`config.mk`:
```
export PLATFORM = sky130hd
export DESIGN_NAME = brd_ctl_spi_slave
export DESIGN_NICKNAME = d
export VERILOG_FILES = /design/src/rtl/brd_regs_pkg.sv /design/src/rtl/brd_spi_frontend.sv /design/src/rtl/brd_change_flags.sv /design/src/rtl/brd_reg_bank.sv /design/src/rtl/brd_ctl_spi_slave.sv
export SDC_FILE = /design/constraint.sdc
export NUM_CORES = 1
export LEC_CHECK = 0
export BUFFER_PORTS_ARGS = -buffer_cell sky130_fd_sc_hd__buf_2
export CORE_ASPECT_RATIO = 1.4
export CORE_MARGIN = 3
export CORE_UTILIZATION = 51
export DETAILED_ROUTE_END_ITERATION = 16
export PLACE_DENSITY = 0.77
export SETUP_SLACK_MARGIN = 0.15
export SLEW_MARGIN = 10
export SYNTH_ARGS = -nofsm -noshare
export SYNTH_HDL_FRONTEND = slang
export SYNTH_SLANG_ARGS = --single-unit
```
`constraint.sdc`:
```
create_clock -name clk -period 2 [get_ports clk]
set_input_delay 0.3 -clock clk [delete_from_list [all_inputs] [get_ports clk]]
set_output_delay 0.3 -clock clk [all_outputs]
set_load 0.005 [all_outputs]
```
`src/rtl/brd_regs_pkg.sv`:
```
// Package: register widths and address decode constants shared by the
// board-management SPI slave. Assumes 8-bit registers and 8-bit addresses.
package brd_regs_pkg;
    localparam int DW       = 8;
    localparam int LED_W    = 4;
    localparam int NUM_CTRL = 8;
    localparam int NUM_PG   = 3;

    localparam logic [DW-1:0] ADR_VER_RD  = 8'h01;
    localparam logic [DW-1:0] ADR_LED_WR  = 8'h02;
    localparam logic [DW-1:0] ADR_LED_RD  = 8'h03;
    localparam logic [DW-1:0] ADR_BTN_RD  = 8'h05;
    localparam logic [DW-1:0] ADR_FLG_CLR = 8'h06;
    localparam logic [DW-1:0] ADR_FLG_RD  = 8'h07;
    localparam logic [DW-1:0] ADR_I2C_RD  = 8'h19;

    localparam logic [DW-1:0] PG_ADDR [NUM_PG] = '{8'h09, 8'h0B, 8'h0D};
    localparam logic [DW-1:0] CTRL_ADDR [NUM_CTRL] =
        '{8'h0E, 8'h10, 8'h12, 8'h14, 8'h16, 8'h1A, 8'h1C, 8'h1E};
endpackage

```
`src/rtl/brd_spi_frontend.sv`:
```
// SPI mode-3 slave framing. Oversamples SCK, CS and MOSI with the system
// clock through two-flop synchronizers, captures an address byte and a data
// byte, and serializes a read value on MISO. Assumes each SCK phase spans at
// least four system clocks. One register access per chip-select period.
module brd_spi_frontend
    import brd_regs_pkg::*;
(
    input  logic          clk,
    input  logic          rst_n,
    input  logic          spi_sck,
    input  logic          spi_cs_n,
    input  logic          spi_mosi,
    output logic          spi_miso,
    output logic [DW-1:0] addr_o,
    output logic          wr_en_o,
    output logic [DW-1:0] wr_data_o,
    input  logic [DW-1:0] rd_data_i
);
    localparam int FRAME = 2 * DW;
    localparam int CNT_W = $clog2(FRAME + 1);

    logic [1:0]       sck_s, cs_s, mosi_s;
    logic             sck_d;
    logic             cs_act, rise, fall;
    logic [CNT_W-1:0] cnt;
    logic [DW-1:0]    sh, addr_q, tx;
    logic [DW-1:0]    sh_next;
    logic             addr_done, rd_phase;

    // Synchronize the SPI pins and keep one delayed SCK sample for edges.
    always_ff @(posedge clk) begin
        if (!rst_n) begin
            sck_s  <= 2'b11;
            cs_s   <= 2'b11;
            mosi_s <= 2'b00;
            sck_d  <= 1'b1;
        end else begin
            sck_s  <= {sck_s[0], spi_sck};
            cs_s   <= {cs_s[0], spi_cs_n};
            mosi_s <= {mosi_s[0], spi_mosi};
            sck_d  <= sck_s[1];
        end
    end

    assign cs_act  = ~cs_s[1];
    assign rise    = cs_act & sck_s[1] & ~sck_d;
    assign fall    = cs_act & ~sck_s[1] & sck_d;
    assign sh_next = {sh[DW-2:0], mosi_s[1]};

    // Shift in MOSI bits, count them, and latch the address byte.
    always_ff @(posedge clk) begin
        if (!rst_n) begin
            cnt    <= '0;
            sh     <= '0;
            addr_q <= '0;
        end else if (!cs_act) begin
            cnt <= '0;
        end else if (rise && cnt != CNT_W'(FRAME)) begin
            sh  <= sh_next;
            cnt <= cnt + 1'b1;
            if (cnt == CNT_W'(DW - 1)) addr_q <= sh_next;
        end
    end

    // Pulse after the address completes, and the write strobe on the last bit.
    always_ff @(posedge clk) begin
        if (!rst_n) begin
            addr_done <= 1'b0;
            wr_en_o   <= 1'b0;
            wr_data_o <= '0;
        end else begin
            addr_done <= rise && cnt == CNT_W'(DW - 1);
            wr_en_o   <= rise && cnt == CNT_W'(FRAME - 1) && !addr_q[0];
            if (rise && cnt == CNT_W'(FRAME - 1)) wr_data_o <= sh_next;
        end
    end

    // Load the read value once the address is known, shift on falling SCK.
    always_ff @(posedge clk) begin
        if (!rst_n) begin
            tx       <= '0;
            rd_phase <= 1'b0;
        end else if (!cs_act) begin
            tx       <= '0;
            rd_phase <= 1'b0;
        end else if (addr_done && addr_q[0]) begin
            tx       <= rd_data_i;
            rd_phase <= 1'b1;
        end else if (fall && cnt > CNT_W'(DW) && cnt < CNT_W'(FRAME)) begin
            tx <= {tx[DW-2:0], 1'b0};
        end
    end

    assign spi_miso = rd_phase & tx[DW-1];
    assign addr_o   = addr_q;

    AST_CNT_BOUND: assert property (@(posedge clk) disable iff (!rst_n)
        cnt <= CNT_W'(FRAME));
    AST_WR_ON_LAST_BIT: assert property (@(posedge clk) disable iff (!rst_n)
        wr_en_o |-> cnt == CNT_W'(FRAME));
    AST_IDLE_QUIET: assert property (@(posedge clk) disable iff (!rst_n)
        !cs_act |=> cnt == '0 && !spi_miso);
endmodule

```
`src/rtl/brd_change_flags.sv`:
```
// Button and switch sampler. Synchronizes the asynchronous inputs with two
// flops, sets a sticky flag on any level change between successive samples,
// and clears flags by a one-hot mask where a fresh change wins over a clear.
// Change detection is held off for three cycles after reset.
module brd_change_flags
    import brd_regs_pkg::*;
(
    input  logic          clk,
    input  logic          rst_n,
    input  logic [DW-1:0] pins_i,
    input  logic [DW-1:0] clr_mask_i,
    output logic [DW-1:0] level_o,
    output logic [DW-1:0] flags_o,
    output logic          irq_o
);
    logic [DW-1:0] s0, s1, prev, chg, flags_q;
    logic [1:0]    arm;

    // Two-flop synchronizer, previous-sample register and arming counter.
    always_ff @(posedge clk) begin
        if (!rst_n) begin
            s0   <= '0;
            s1   <= '0;
            prev <= '0;
            arm  <= '0;
        end else begin
            s0   <= pins_i;
            s1   <= s0;
            prev <= s1;
            if (arm != 2'd3) arm <= arm + 2'd1;
        end
    end

    assign chg = (arm == 2'd3) ? (s1 ^ prev) : '0;

    // Sticky flags: set on change, cleared by mask, set has priority.
    always_ff @(posedge clk) begin
        if (!rst_n) flags_q <= '0;
        else        flags_q <= (flags_q & ~clr_mask_i) | chg;
    end

    assign level_o = s1;
    assign flags_o = flags_q;
    assign irq_o   = |flags_q;

    AST_SET_WINS: assert property (@(posedge clk) disable iff (!rst_n)
        (chg != '0) |=> (flags_q & $past(chg)) == $past(chg));
    AST_STICKY: assert property (@(posedge clk) disable iff (!rst_n)
        ($past(flags_q) & ~flags_q & ~$past(clr_mask_i)) == '0);
endmodule

```
`src/rtl/brd_reg_bank.sv`:
```
// Register storage and decode. Holds the LED nibble and the control bytes,
// commits writes strobed by the SPI front end, forms the flag-clear mask and
// selects the read value for an odd address. Unlisted addresses read zero.
module brd_reg_bank
    import brd_regs_pkg::*;
#(
    parameter logic [DW-1:0] VERSION = 8'h3C
) (
    input  logic                   clk,
    input  logic                   rst_n,
    input  logic [DW-1:0]          addr_i,
    input  logic                   wr_en_i,
    input  logic [DW-1:0]          wr_data_i,
    output logic [DW-1:0]          rd_data_o,
    input  logic [DW-1:0]          level_i,
    input  logic [DW-1:0]          flags_i,
    input  logic [NUM_PG*DW-1:0]   pwr_good_i,
    input  logic [DW-1:0]          i2c_sel_i,
    output logic [DW-1:0]          clr_mask_o,
    output logic [LED_W-1:0]       led_o,
    output logic [NUM_CTRL*DW-1:0] ctrl_o
);
    logic [LED_W-1:0] led_q;

    // LED register keeps only the upper data bits.
    always_ff @(posedge clk) begin
        if (!rst_n)                              led_q <= '0;
        else if (wr_en_i && addr_i == ADR_LED_WR) led_q <= wr_data_i[DW-1 -: LED_W];
    end

    // One storage byte per writable control address.
    for (genvar k = 0; k < NUM_CTRL; k++) begin : g_ctrl
        always_ff @(posedge clk) begin
            if (!rst_n)
                ctrl_o[k*DW +: DW] <= '0;
            else if (wr_en_i && addr_i == CTRL_ADDR[k])
                ctrl_o[k*DW +: DW] <= wr_data_i;
        end
    end

    assign clr_mask_o = (wr_en_i && addr_i == ADR_FLG_CLR) ? wr_data_i : '0;
    assign led_o      = led_q;

    // Read multiplexer over the odd addresses.
    always_comb begin
        rd_data_o = '0;
        case (addr_i)
            ADR_VER_RD: rd_data_o = VERSION;
            ADR_LED_RD: rd_data_o = {led_q, {(DW-LED_W){1'b0}}};
            ADR_BTN_RD: rd_data_o = level_i;
            ADR_FLG_RD: rd_data_o = flags_i;
            ADR_I2C_RD: rd_data_o = i2c_sel_i;
            default:    rd_data_o = '0;
        endcase
        for (int k = 0; k < NUM_PG; k++)
            if (addr_i == PG_ADDR[k]) rd_data_o = pwr_good_i[k*DW +: DW];
        for (int k = 0; k < NUM_CTRL; k++)
            if (addr_i == (CTRL_ADDR[k] | 8'h01)) rd_data_o = ctrl_o[k*DW +: DW];
    end

    AST_HOLD_NO_WRITE: assert property (@(posedge clk) disable iff (!rst_n)
        !wr_en_i |=> $stable(led_q) && $stable(ctrl_o));
    AST_ODD_NO_CLEAR: assert property (@(posedge clk) disable iff (!rst_n)
        addr_i[0] |-> clr_mask_o == '0);
endmodule

```
`src/rtl/brd_ctl_spi_slave.sv`:
```
// Top level of the board-management SPI slave: connects the SPI front end,
// the button/switch change-flag sampler and the register bank. All state is
// clocked by clk; the SPI pins and button inputs are treated as asynchronous.
module brd_ctl_spi_slave
    import brd_regs_pkg::*;
#(
    parameter logic [7:0] VERSION = 8'h3C
) (
    input  logic        clk,
    input  logic        rst_n,
    input  logic        spi_sck,
    input  logic        spi_cs_n,
    input  logic        spi_mosi,
    output logic        spi_miso,
    input  logic [7:0]  btn_sw_i,
    input  logic [23:0] pwr_good_i,
    input  logic [7:0]  i2c_sel_i,
    output logic [3:0]  led_o,
    output logic [63:0] ctrl_o,
    output logic        irq_o
);
    logic [DW-1:0] addr, wr_data, rd_data, clr_mask, level, flags;
    logic          wr_en;

    brd_spi_frontend u_spi (
        .clk       (clk),
        .rst_n     (rst_n),
        .spi_sck   (spi_sck),
        .spi_cs_n  (spi_cs_n),
        .spi_mosi  (spi_mosi),
        .spi_miso  (spi_miso),
        .addr_o    (addr),
        .wr_en_o   (wr_en),
        .wr_data_o (wr_data),
        .rd_data_i (rd_data)
    );

    brd_change_flags u_flags (
        .clk        (clk),
        .rst_n      (rst_n),
        .pins_i     (btn_sw_i),
        .clr_mask_i (clr_mask),
        .level_o    (level),
        .flags_o    (flags),
        .irq_o      (irq_o)
    );

    brd_reg_bank #(.VERSION(VERSION)) u_regs (
        .clk        (clk),
        .rst_n      (rst_n),
        .addr_i     (addr),
        .wr_en_i    (wr_en),
        .wr_data_i  (wr_data),
        .rd_data_o  (rd_data),
        .level_i    (level),
        .flags_i    (flags),
        .pwr_good_i (pwr_good_i),
        .i2c_sel_i  (i2c_sel_i),
        .clr_mask_o (clr_mask),
        .led_o      (led_o),
        .ctrl_o     (ctrl_o)
    );

    AST_IRQ_FOLLOWS_FLAGS: assert property (@(posedge clk) disable iff (!rst_n)
        irq_o == (flags != '0));
endmodule

```
==> results.json <==
{
  "cp.required_ns": 2.30,
  "synthFlopType": "dfxtp_1",
  "netlist_instances": 796,
  "yosys-top-cells-area": "dfxtp_1 44%, mux2i_1 8.1%, nand2_1 5.6%",
  "critical_path_class": "register to register",
  "status": "finished with violations",
  "synth_compound_area_share_pct": 17.8,
  "relSlewSlack_pct": 26.2,
  "die_x_um": 103,
  "boundaryPins": 115,
  "htreeDepth": 4,
  "clock_latency_ns": 0.42,
  "violations": "negative setup slack",
  "clk_pin_slew_ns": 0.06,
  "grt_usage_pct": 31.6,
  "ant_nets": 0,
  "worstMarginPinSlew_ns": 1.11,
  "maxCapViolations": 0,
  "hpwl_um": 16100,
  "vias": 6955,
  "cts_tree": "built",
  "diodes": 0,
  "crit_fanout": 8,
  "stdcell_area_um2": 9290,
  "synthDistinctLibCells": 63,
  "firstDrtPassIters": 5,
  "die_area_um2": 14500,
  "synth-edff-count": 0,
  "hold_viol_final": 0,
  "timing.final.crit_share_pct": 104,
  "fin_util_pct": 74.0,
  "crit_buf_inv": 1,
  "synth_seq_area_share_pct": 44.5,
  "layout.nets": 1033,
  "start_kind": "register",
  "setup_ws_ns": -0.0885,
  "p_leak_nw": 3.91,
  "post_drt_wl_per_cell_um": 20.5,
  "synth_top_family_by_area": "simple AND/OR/NAND/NOR gates",
  "crit_path_cell_trace": "or4b_4 -> buf_8 -> or3_4 -> o32ai_4 -> a21oi_2 -> o32ai_2 -> a21oi_1",
  "root_buffer": "clkbuf_16",
  "skew_ns": 0.00694,
  "max_freq_mhz": 479,
  "drc_errors": 0,
  "rsz0062_at_grt": "yes",
  "yosys_register_bits": 148,
  "critPathCaptureType": "register",
  "grt_pass1_vias": 6700,
  "numCtsBuffers": 17,
  "clk_path_buf_depth": 2,
  "synthSimpleGateAreaFrac_pct": 22.4,
  "place_ws_ns": -0.216,
  "max_stage_delay_ns": 0.54,
  "avgSynthCellArea_um2": 8.37,
  "drt_iter0_markers": 494,
  "wirelength_um": 23600,
  "synth_mux_area_share_pct": 8.79,
  "avgViaCountPerCell": 6.06,
  "drive_gt1_share_pct": 36.7,
  "clock-sinks": 148,
  "critical_path.top_delay_family": "simple AND/OR/NAND/NOR gates",
  "start_util_pct": 53.1,
  "drv_slew": 0,
  "place.gp.congestion": 1.00,
  "synth_xor_area_share_pct": 1.58,
  "dp.cells": 1102,
  "grt_max_degree": 104,
  "port_buffers": 114,
  "p_per_area_nw_per_um2": 704,
  "syn2layout_area_growth_pct": 39.4,
  "syn_nets": 845,
  "die_h_um": 141,
  "setup_viol": 8,
  "fin_setup_tns_ns": -0.442,
  "arrival_ns": 2.39,
  "synth_fa_ha_area_share_pct": 0.751,
  "worst_path_max_delay_cell": "or4b_4",
  "antenna_found_initial": 0,
  "yosysTopAreaCell": "dfxtp_1",
  "period_needed_ns": 2.09,
  "peakVddDrop_uv": 695,
  "holdCritPathClass": "input pin to register",
  "synth_top_area_share_pct": 44.5,
  "grt_pass1_wl_um": 35300,
  "core_area_um2": 12600,
  "grt_overflow": 0,
  "placed_area_um2": 8040,
  "num_rows": 48,
  "syn_area_um2": 6660,
  "synthTopCellsByCount": "148 x dfxtp_1, 99 x nand2_1, 81 x nor2_1",
  "post-synth-top-count-cell": "dfxtp_1",
  "stdcell_count": 1147,
  "yosysWarnings": 0,
  "synthArstFlopShare_pct": 0
}
==> worst paths after layout <==
path	from	cells past startpoint	to	slack (ns)
setup / recovery	u_spi.addr_o[7]$_SDFFE_PN0P_	7	u_spi.tx[5]$_SDFFE_PP0P_	-0.09
hold / removal	spi_sck	2	u_spi.sck_s[0]$_SDFF_PN1_	0.06
setup reg to reg	u_spi.addr_o[7]$_SDFFE_PN0P_	7	u_spi.tx[5]$_SDFFE_PP0P_	-0.09
hold reg to reg	u_spi.cs_s[0]$_SDFF_PN1_	1	u_spi.cs_s[1]$_SDFF_PN1_	0.40
==> per-layer routing <==
metal | share of wire, % | global-route usage, % | vias to the layer above
met1 | 37 | 37.4 | 3282
met2 | 50 | 52.9 | 396
met5 | 0 | 0 | -
met3 | 7.5 | 6.39 | 96
met4 | 5.8 | 17.0 | 0
li1 | - | - | 3181
==> timing repair <==
| item | in CTS | in global routing |
|---|---|---|
| pin swaps | 17 | 21 |
| hold buffers | 0 | 0 |
| setup buffers | 4 | 8 |
| resized for setup | 53 | 79 |
| gates cloned | 1 | 0 |
| setup endpoints to repair | 83 | 79 |
==> final cells by class <==
type                       instances  area [µm²]
timing repair buffer             230        1560
inverter                          10        37.5
clock buffer                      20         467
tap                              150         188
clock inverter                    12         153
multi-input combinational        577        3910
sequential                       148        2970
fill                             922        3270
==> flip-flops by register name, indices dropped and copies added, names as in the netlist, 2 cells and up <==
register and cells:
u_flags.flags_o 8, u_flags.prev 8, u_regs.ctrl_o 64, u_flags.arm 2
u_flags.level_o 8, u_regs.led_o 4, u_flags.s0 8, u_spi.sck_s 2
u_spi.tx 8, u_spi.cnt 5, u_spi.cs_s 2, u_spi.addr_o 8
u_spi.sh 7, u_spi.mosi_s 2, u_spi.wr_data_o 8
==> cell families after synthesis <==
kind of cell / Yosys count
DFF: 148
AOI/OAI and AO/OA: 190
adders and majority gates: 4
xor gates and xnor gates: 12
muxes: 58
buffers and inverters: 71
and+or+nand+nor: 313
==> report_power, final <==
part | total [W] | switching [W] | internal (W)
registers | 0.00301 | 0.0000243 | 0.00299
logic | 0.000188 | 0.000107 | 0.0000811
clock network | 0.00334 | 0.00128 | 0.00206
total | 0.00654 | 0.00141 | 0.00513
==> stage by stage <==
step           total power (W)  hold WS (ns)
6_report               0.00654        0.0579
3_3_place_gp           0.00324         0.389
3_5_place_dp           0.00325         0.391
2_1_floorplan          0.00316         0.373
4_1_cts                0.00653        0.0545
5_1_grt                0.00671        0.0607
==> cell usage in the layout, fill, tap and decap left out, drive strengths merged, types with 7 or more instances in the layout <==
| cell type | synthesis | routed |
|---|---|---|
| o22ai | 7 | 7 |
| a21oi | 74 | 74 |
| a22oi | 17 | 17 |
| nor2 | 85 | 85 |
| nor3 | 12 | 12 |
| clkbuf | 47 | 20 |
| xor2 | 10 | 10 |
| buf | 14 | 230 |
| dfxtp | 148 | 148 |
| mux2i | 54 | 54 |
| nand2b | 15 | 15 |
| and2 | 31 | 31 |
| nand2 | 99 | 99 |
| nand3 | 38 | 38 |
| inv | 10 | 11 |
| o21ai | 38 | 38 |
Note: power is estimated with default switching activity, not from simulation.
